==> src/rtl/irq_disp_pkg.sv <==
package irq_disp_pkg;

  localparam int unsigned ADDR_W    = 32;
  localparam int unsigned EXC_IDX_W = 4;
  localparam int unsigned PS_EXCM   = 4;
  localparam int unsigned PS_UM     = 5;
  localparam int unsigned L1_CAUSE  = 4;

  localparam logic [ADDR_W-1:0] VEC_RESET   = 32'h5FFF_8000;
  localparam logic [ADDR_W-1:0] VEC_WIN     = 32'h5FFF_8400;
  localparam logic [ADDR_W-1:0] VEC_WSTEP   = 32'h0000_0040;
  localparam logic [ADDR_W-1:0] VEC_LVL2    = 32'h5FFF_857C;
  localparam logic [ADDR_W-1:0] VEC_LSTEP   = 32'h0000_0020;
  localparam logic [ADDR_W-1:0] VEC_KERNEL  = 32'h5FFF_861C;
  localparam logic [ADDR_W-1:0] VEC_USER    = 32'h5FFF_863C;
  localparam logic [ADDR_W-1:0] VEC_DOUBLE  = 32'h5FFF_865C;

  localparam int unsigned NUM_WIN_EXC = 6;
  localparam int unsigned IDX_KERNEL  = 6;
  localparam int unsigned IDX_USER    = 7;
  localparam int unsigned IDX_DOUBLE  = 8;

  typedef enum logic [2:0] {
    ACT_NONE,
    ACT_SYNC,
    ACT_HIGH,
    ACT_KERN,
    ACT_USER,
    ACT_DBL
  } act_e;

  function automatic logic [ADDR_W-1:0] lvl_vec(input logic [3:0] lvl);
    return VEC_LVL2 + (ADDR_W'(lvl) - ADDR_W'(2)) * VEC_LSTEP;
  endfunction

  function automatic logic [ADDR_W-1:0] exc_vec(input logic [EXC_IDX_W-1:0] idx);
    logic [ADDR_W-1:0] v;
    if (32'(idx) < NUM_WIN_EXC)       v = VEC_WIN + ADDR_W'(idx) * VEC_WSTEP;
    else if (32'(idx) == IDX_KERNEL)  v = VEC_KERNEL;
    else if (32'(idx) == IDX_USER)    v = VEC_USER;
    else if (32'(idx) == IDX_DOUBLE)  v = VEC_DOUBLE;
    else                              v = '0;
    return v;
  endfunction

endpackage

==> src/rtl/irq_level_gate.sv <==
module irq_level_gate
  import irq_disp_pkg::*;
#(
  parameter int NUM_INTS   = 13,
  parameter int NUM_LEVELS = 6,
  parameter int LVL_W      = 4,
  parameter logic [NUM_INTS*LVL_W-1:0] INT_LEVELS = '0
) (
  input  logic [LVL_W-1:0]    pend_level_i,
  input  logic [LVL_W-1:0]    cur_level_i,
  input  logic [NUM_INTS-1:0] int_set_i,
  input  logic [NUM_INTS-1:0] int_en_i,
  output logic                accept_o
);

  logic [NUM_INTS-1:0] lvl_mask [NUM_LEVELS+1];
  logic [NUM_INTS-1:0] sel_mask;
  logic                above, in_range;

  for (genvar l = 0; l <= NUM_LEVELS; l++) begin : g_lvl
    for (genvar i = 0; i < NUM_INTS; i++) begin : g_int
      assign lvl_mask[l][i] = (l != 0) &&
                              (INT_LEVELS[i*LVL_W +: LVL_W] == LVL_W'(l));
    end
  end

  always_comb begin
    sel_mask = '0;
    for (int l = 0; l <= NUM_LEVELS; l++) begin
      if (pend_level_i == LVL_W'(l)) sel_mask = lvl_mask[l];
    end
  end

  assign above    = pend_level_i > cur_level_i;
  assign in_range = pend_level_i <= LVL_W'(NUM_LEVELS);
  assign accept_o = above && in_range && |(sel_mask & int_set_i & int_en_i);

endmodule

==> src/rtl/irq_action_sel.sv <==
module irq_action_sel
  import irq_disp_pkg::*;
#(
  parameter int LVL_W = 4
) (
  input  logic                 exc_req_i,
  input  logic [EXC_IDX_W-1:0] exc_idx_i,
  input  logic                 accept_i,
  input  logic [LVL_W-1:0]     level_i,
  input  logic                 excm_i,
  input  logic                 um_i,
  output act_e                 act_o,
  output logic [ADDR_W-1:0]    target_o
);

  logic [ADDR_W-1:0] sync_vec;

  assign sync_vec = exc_vec(exc_idx_i);

  always_comb begin
    act_o    = ACT_NONE;
    target_o = '0;
    if (exc_req_i) begin
      if (sync_vec != '0) begin
        act_o    = ACT_SYNC;
        target_o = sync_vec;
      end
    end else if (accept_i) begin
      if (level_i == LVL_W'(1)) begin
        if (excm_i) begin
          act_o    = ACT_DBL;
          target_o = VEC_DOUBLE;
        end else if (um_i) begin
          act_o    = ACT_USER;
          target_o = VEC_USER;
        end else begin
          act_o    = ACT_KERN;
          target_o = VEC_KERNEL;
        end
      end else begin
        act_o    = ACT_HIGH;
        target_o = lvl_vec(4'(level_i));
      end
    end
  end

endmodule

==> src/rtl/irq_save_bank.sv <==
module irq_save_bank
  import irq_disp_pkg::*;
#(
  parameter int NUM_LEVELS = 6,
  parameter int LVL_W      = 4,
  parameter int PSW        = 8,
  parameter int CAUSE_W    = 6,
  parameter bit HAS_DEPC   = 1'b1
) (
  input  logic                            clk,
  input  logic                            rst_n,
  input  act_e                            act_i,
  input  logic [LVL_W-1:0]                level_i,
  input  logic [ADDR_W-1:0]               pc_i,
  input  logic [PSW-1:0]                  ps_i,
  output logic [NUM_LEVELS*ADDR_W-1:0]    epc_o,
  output logic [(NUM_LEVELS-1)*PSW-1:0]   eps_o,
  output logic [ADDR_W-1:0]               depc_o,
  output logic [CAUSE_W-1:0]              cause_o
);

  logic l1_trap, dbl_to_slot1;

  assign l1_trap      = (act_i == ACT_KERN) || (act_i == ACT_USER) || (act_i == ACT_DBL);
  assign dbl_to_slot1 = (act_i == ACT_DBL) && !HAS_DEPC;

  for (genvar l = 1; l <= NUM_LEVELS; l++) begin : g_slot
    logic epc_we;
    logic [ADDR_W-1:0] epc_q;

    if (l == 1) begin : g_l1
      assign epc_we = (act_i == ACT_KERN) || (act_i == ACT_USER) || dbl_to_slot1;
    end else begin : g_hi
      assign epc_we = (act_i == ACT_HIGH) && (level_i == LVL_W'(l));
    end

    always_ff @(posedge clk or negedge rst_n) begin
      if (!rst_n)      epc_q <= '0;
      else if (epc_we) epc_q <= pc_i;
    end
    assign epc_o[(l-1)*ADDR_W +: ADDR_W] = epc_q;

    if (l >= 2) begin : g_eps
      logic [PSW-1:0] eps_q;
      always_ff @(posedge clk or negedge rst_n) begin
        if (!rst_n)      eps_q <= '0;
        else if (epc_we) eps_q <= ps_i;
      end
      assign eps_o[(l-2)*PSW +: PSW] = eps_q;

      assert_eps_other_lvl_R3: assert property (@(posedge clk) disable iff (!rst_n)
        (act_i != ACT_HIGH) |=> $stable(eps_o[(l-2)*PSW +: PSW]));
    end
  end

  if (HAS_DEPC) begin : g_depc
    logic [ADDR_W-1:0] depc_q;
    always_ff @(posedge clk or negedge rst_n) begin
      if (!rst_n)                depc_q <= '0;
      else if (act_i == ACT_DBL) depc_q <= pc_i;
    end
    assign depc_o = depc_q;
  end else begin : g_no_depc
    assign depc_o = '0;
  end

  always_ff @(posedge clk or negedge rst_n) begin
    if (!rst_n)       cause_o <= '0;
    else if (l1_trap) cause_o <= CAUSE_W'(L1_CAUSE);
  end

  assert_sync_keeps_slot1_R7: assert property (@(posedge clk) disable iff (!rst_n)
    (act_i == ACT_SYNC) |=> $stable(epc_o[ADDR_W-1:0]) && $stable(depc_o) && $stable(cause_o));

endmodule

==> src/rtl/irq_dispatch_core.sv <==
module irq_dispatch_core
  import irq_disp_pkg::*;
#(
  parameter int NUM_INTS       = 13,
  parameter int NUM_LEVELS     = 6,
  parameter int PSW            = 8,
  parameter int CAUSE_W        = 6,
  parameter bit HAS_DEPC       = 1'b1,
  parameter bit HAS_INT_OPTION = 1'b1,
  parameter logic [NUM_INTS*4-1:0] INT_LEVELS = 52'h1654326532114
) (
  input  logic                              clk,
  input  logic                              rst_n,
  input  logic [3:0]                        pend_level_i,
  input  logic [NUM_INTS-1:0]               int_set_i,
  input  logic [NUM_INTS-1:0]               int_en_i,
  input  logic [PSW-1:0]                    ps_i,
  input  logic [31:0]                       pc_i,
  input  logic                              exc_req_i,
  input  logic [3:0]                        exc_idx_i,
  output logic [31:0]                       pc_o,
  output logic [PSW-1:0]                    ps_o,
  output logic [NUM_LEVELS*32-1:0]          epc_o,
  output logic [(NUM_LEVELS-1)*PSW-1:0]     eps_o,
  output logic [31:0]                       depc_o,
  output logic [CAUSE_W-1:0]                cause_o,
  output logic                              taken_o
);

  localparam int LVL_W = 4;
  localparam logic [PSW-1:0] RESET_PS = HAS_INT_OPTION ? PSW'(8'h1F) : PSW'(8'h10);

  logic              accept;
  act_e              act;
  logic [ADDR_W-1:0] target;
  logic [PSW-1:0]    ps_next;

  irq_level_gate #(
    .NUM_INTS  (NUM_INTS),
    .NUM_LEVELS(NUM_LEVELS),
    .LVL_W     (LVL_W),
    .INT_LEVELS(INT_LEVELS)
  ) u_gate (
    .pend_level_i(pend_level_i),
    .cur_level_i (ps_i[LVL_W-1:0]),
    .int_set_i   (int_set_i),
    .int_en_i    (int_en_i),
    .accept_o    (accept)
  );

  irq_action_sel #(.LVL_W(LVL_W)) u_sel (
    .exc_req_i(exc_req_i),
    .exc_idx_i(exc_idx_i),
    .accept_i (accept),
    .level_i  (pend_level_i),
    .excm_i   (ps_i[PS_EXCM]),
    .um_i     (ps_i[PS_UM]),
    .act_o    (act),
    .target_o (target)
  );

  irq_save_bank #(
    .NUM_LEVELS(NUM_LEVELS),
    .LVL_W     (LVL_W),
    .PSW       (PSW),
    .CAUSE_W   (CAUSE_W),
    .HAS_DEPC  (HAS_DEPC)
  ) u_bank (
    .clk    (clk),
    .rst_n  (rst_n),
    .act_i  (act),
    .level_i(pend_level_i),
    .pc_i   (pc_i),
    .ps_i   (ps_i),
    .epc_o  (epc_o),
    .eps_o  (eps_o),
    .depc_o (depc_o),
    .cause_o(cause_o)
  );

  always_comb begin
    ps_next = ps_i;
    case (act)
      ACT_HIGH: begin
        ps_next[LVL_W-1:0] = pend_level_i;
        ps_next[PS_EXCM]   = 1'b1;
      end
      ACT_KERN, ACT_USER, ACT_DBL: ps_next[PS_EXCM] = 1'b1;
      default: ;
    endcase
  end

  always_ff @(posedge clk or negedge rst_n) begin
    if (!rst_n) begin
      pc_o    <= VEC_RESET;
      ps_o    <= RESET_PS;
      taken_o <= 1'b0;
    end else begin
      pc_o    <= (act != ACT_NONE) ? target : pc_i;
      ps_o    <= ps_next;
      taken_o <= (act != ACT_NONE);
    end
  end

  assert_accept_taken_R2: assert property (@(posedge clk) disable iff (!rst_n)
    (!exc_req_i && accept) |=> taken_o);

  assert_idle_follow_R2: assert property (@(posedge clk) disable iff (!rst_n)
    (!exc_req_i && !accept) |=> (!taken_o && pc_o == $past(pc_i) && ps_o == $past(ps_i)));

  assert_high_ps_R3: assert property (@(posedge clk) disable iff (!rst_n)
    (act == ACT_HIGH) |=> (ps_o[PS_EXCM] && ps_o[LVL_W-1:0] == $past(pend_level_i)));

  assert_l1_cause_R4: assert property (@(posedge clk) disable iff (!rst_n)
    (act == ACT_KERN || act == ACT_USER) |=> (cause_o == CAUSE_W'(L1_CAUSE) && ps_o[PS_EXCM]));

  assert_user_vec_R5: assert property (@(posedge clk) disable iff (!rst_n)
    (act == ACT_USER) |=> (pc_o == VEC_USER));

  assert_dbl_vec_R6: assert property (@(posedge clk) disable iff (!rst_n)
    (act == ACT_DBL) |=> (pc_o == VEC_DOUBLE && cause_o == CAUSE_W'(L1_CAUSE)));

  assert_sync_ps_R7: assert property (@(posedge clk) disable iff (!rst_n)
    (act == ACT_SYNC) |=> (taken_o && ps_o == $past(ps_i)));

  assert_no_vector_R8: assert property (@(posedge clk) disable iff (!rst_n)
    (exc_req_i && exc_vec(exc_idx_i) == '0) |=> (!taken_o && pc_o == $past(pc_i)));

  assert_sync_first_R9: assert property (@(posedge clk) disable iff (!rst_n)
    (exc_req_i && exc_vec(exc_idx_i) != '0) |=> (taken_o && pc_o == $past(exc_vec(exc_idx_i))));

endmodule

==> config.mk <==
export PLATFORM = sky130hd
export DESIGN_NAME = irq_dispatch_core
export DESIGN_NICKNAME = d
export VERILOG_FILES = /design/src/rtl/irq_disp_pkg.sv /design/src/rtl/irq_level_gate.sv /design/src/rtl/irq_action_sel.sv /design/src/rtl/irq_save_bank.sv /design/src/rtl/irq_dispatch_core.sv
export SDC_FILE = /design/constraint.sdc
export NUM_CORES = 1
export LEC_CHECK = 0
export BUFFER_PORTS_ARGS = -buffer_cell sky130_fd_sc_hd__buf_2
export CORE_MARGIN = 2
export CORE_UTILIZATION = 50
export CTS_BUF_LIST = sky130_fd_sc_hd__clkbuf_16
export CTS_CLUSTER_DIAMETER = 200
export DETAILED_ROUTE_END_ITERATION = 8
export GPL_ROUTABILITY_DRIVEN = 0
export PLACE_DENSITY = 0.79
export SYNTH_ARGS = -nofsm -noshare
export SYNTH_HDL_FRONTEND = slang
export SYNTH_SLANG_ARGS = --single-unit
==> constraint.sdc <==
create_clock -name clk -period 0.9 [get_ports clk]
set_input_delay 0.135 -clock clk [delete_from_list [all_inputs] [get_ports clk]]
set_output_delay 0.135 -clock clk [all_outputs]
set_load 0.005 [all_outputs]
==> results.json <==
{
  "crit_path_start_kind": "primary input",
  "critPathKind": "primary input to register",
  "ys_warn_count": 0,
  "drt.antenna.violating_nets": 0,
  "cp-endpoint": "u_bank.depc_o[8]",
  "powerDensity_nw_per_um2": 1602,
  "drtIter0Drc": 551,
  "timing.hold.ws_ns": 0.02339,
  "fillCellCount": 1202,
  "multi_input_area_um2": 4855,
  "wl_um": 42900,
  "regToRegSetupSlack_ns": -0.03,
  "max_freq_mhz": 492.9,
  "synthTopCellsByArea": "dfrtp_1 (59%), mux2_2 (20%), dfstp_2 (4.4%)",
  "hold_violations": 0,
  "synth_common_cells": "dfrtp_1 (286), mux2_2 (213), mux2_4 (30), nand2_1 (22), o21ai_0 (21)",
  "initial_utilization": 0.5114,
  "cts_tree": "yes",
  "rsz0062_at_grt": "yes",
  "cts-root-buf": "clkbuf_16",
  "drc": 0,
  "async_flop_share": 1.000,
  "regArea_um2": 7682,
  "synthFlopType": "dfrtp_1",
  "dr.pass1.iters": 6,
  "dieHeight_um": 159.4,
  "required_ns": 1.33,
  "status": "complete, but fails checks",
  "endpoint_kind": "register",
  "grt_use_total": 0.3221,
  "antenna_found_initial": 0,
  "drv_cap": 0,
  "clkTransAtPathRegs_ns": 0.06,
  "hpwlAfterDp_um": 24270,
  "rows": 56,
  "finalNetCount": 1550,
  "crit_start": "pend_level_i[1]",
  "skew_ns": 0,
  "rr_endpoint": "u_bank.g_slot[3].epc_q[30]",
  "final_layout_size_suffix_gt1_frac": 0.6640,
  "syn_inst": 768,
  "syn_area_per_cell_um2": 15.72,
  "clock_sinks": 306,
  "yosysMostFrequentCell": "dfrtp_1",
  "n_antenna_cell": 0,
  "violations": "setup timing",
  "grt_pass1_wl_um": 63110,
  "vdd_drop_max_mv": 1.563,
  "design.core.area_um2": 23610,
  "yosysTopAreaCellShare": 0.5927,
  "viasPerCell": 5.336,
  "dieWidth_um": 159.4,
  "tns_ns": -403.82,
  "cts_made_buffers": 30,
  "crit_fanout": 6,
  "wl_per_cell_um": 23.78,
  "grt_pass1_vias": 10610,
  "synth_seq_cells": 306,
  "synth_seq_area_share": 0.6362,
  "relSlewSlack": 0.6720,
  "slew_viol_final": 0,
  "fin_crit_ns": 2.029,
  "critical_path_arrival_ns": 2.45,
  "syn_area_um2": 12080,
  "grt_max_degree": 38,
  "cts.path.max_buffers": 3,
  "die_area_um2": 25410,
  "setup_viol": 609,
  "grt-ovfl-total": 0,
  "htree_levels": 1,
  "hold_class": "primary input to register",
  "route.met2.wl_um": 21510,
  "vias": 9627,
  "io_pins": 388,
  "wl_met3_um": 3039,
  "tightestPinTransition_ns": 0.4867,
  "setup_ws_ns": -1.129,
  "clock_latency_ns": 0.55,
  "r2r-start": "u_bank.g_slot[3].epc_q[30]",
  "portBuffers": 382,
  "synth_cell_types": 54,
  "reg2regPathDepth": 2,
  "synth-edff-count": 0,
  "highest_layer": "met4",
  "area_growth_pct": 59.17,
  "p_leak_nw": 10.98,
  "post-route-period-util": 2.254,
  "wl_met1_um": 16290,
  "synth_area_leader_cell": "dfrtp_1"
}
==> sequential cells by signal (all words and copies together), names as in the netlist <==
signal,flops
pc_o,32
ps_o,8
taken_o,1
u_bank.cause_o,1
u_bank.depc_o,32
u_bank.g_slot.epc_q,192
u_bank.g_slot.g_eps.eps_q,40
==> routing by layer <==
| layer | vias up | global-route usage |
|---|---|---|
| li1 | 4087 | - |
| met1 | 4906 | 0.3876 |
| met2 | 490 | 0.5575 |
| met3 | 144 | 0.07476 |
| met4 | 0 | 0.1388 |
| met5 | - | 0 |
==> where the power goes <==
group / total (mW) / switching [mW] / internal, mW
clock: 12.1 / 5.31 / 6.78
sequential: 14.8 / 0.369 / 14.5
combinational: 3.88 / 1.76 / 2.11
total: 30.8 / 7.44 / 23.4
==> what timing repair did <==
action / 4_1_cts / 5_1_grt
hold endpoints to repair: 547 / 0
setup buffers: 152 / 2
gates resized for setup: 121 / 64
pin swaps: 4 / 1
hold buffers: 46 / 0
cloned: 16 / 4
endpoints found under the setup margin: 609 / 609
==> cell families (layout without fill, tap and decap cells) <==
group / count (synthesis) / count (layout) / synth area share
adders and majority gates: 12 / 12 / 0.01243
muxes: 253 / 253 / 0.2448
and+or+nand+nor: 90 / 90 / 0.04300
buffers and inverters: 51 / 764 / 0.02932
AOI/OAI and AO/OA: 52 / 52 / 0.03171
DFF: 306 / 306 / 0.6362
other: 1 / 5 / 0.0003106
xor gates and xnor gates: 3 / 3 / 0.002176
==> cells in the final DEF, fill, tap and decap left out, drive strengths merged, types with 9 or more instances in the layout <==
master       Yosys  routed
inv             11      22
clkinv           0      10
nand2b          19      19
dlygate4sd3      0      46
and3             9       9
nand2           22      22
o21ai           22      22
ha              12      12
nor2            12      12
buf             34     647
clkbuf           6      35
mux2           249     249
dfrtp          286     286
dfstp           20      20
==> stage by stage <==
stage	util	total power [mW]	std cells	instance area (um^2)	setup slack, ns
after floorplan	-	16.06	772	12500	-1.466
after global placement	0.6533	17.92	1532	15430	-1.657
after detailed placement	0.6533	18.03	1532	15430	-1.828
after CTS	0.8013	30.59	1801	18920	-0.9917
after global routing	0.8140	31.81	1804	19220	-1.171
final	0.8140	30.79	1804	19220	-1.129
==> worst min path at each step <==
| stage | startpoint | to | slack, ns | depth (start not counted) |
|---|---|---|---|---|
| after floorplan | rst_n | pc_o[0] | -0.16 | 0 |
| after detailed placement | rst_n | u_bank.g_slot[6].epc_q[9] | 0.004 | 1 |
| after global placement | rst_n | u_bank.g_slot[6].epc_q[9] | 0.002 | 1 |
| final | exc_req_i | pc_o[5] | 0.02 | 4 |
| after global routing | pc_i[0] | pc_o[0] | 0.01 | 2 |
| after CTS | exc_req_i | pc_o[5] | 0.003 | 4 |
==> worst max-delay path: stages <==
cell and delay [ns]:
buf_8 0.09, clkinvlp_4 0.12, ha_4 0.19, nor4bb_2 0.16
a222oi_1 0.38, o41ai_2 0.20, o21ai_4 0.31, nand2b_4 0.27
buf_12 0.14, buf_12 0.12, mux2_4 0.30
==> layout make-up <==
type | instances | share of cell area
Clock inverter | 25 | 0.008528
Inverter | 11 | 0.002343
Timing Repair Buffer | 697 | 0.2757
Tap cell | 319 | 0.02077
Multi-Input combinational cell | 415 | 0.2526
Clock buffer | 31 | 0.04036
Sequential cell | 306 | 0.3997
No activity file was read; power rests on OpenSTA's default activity.
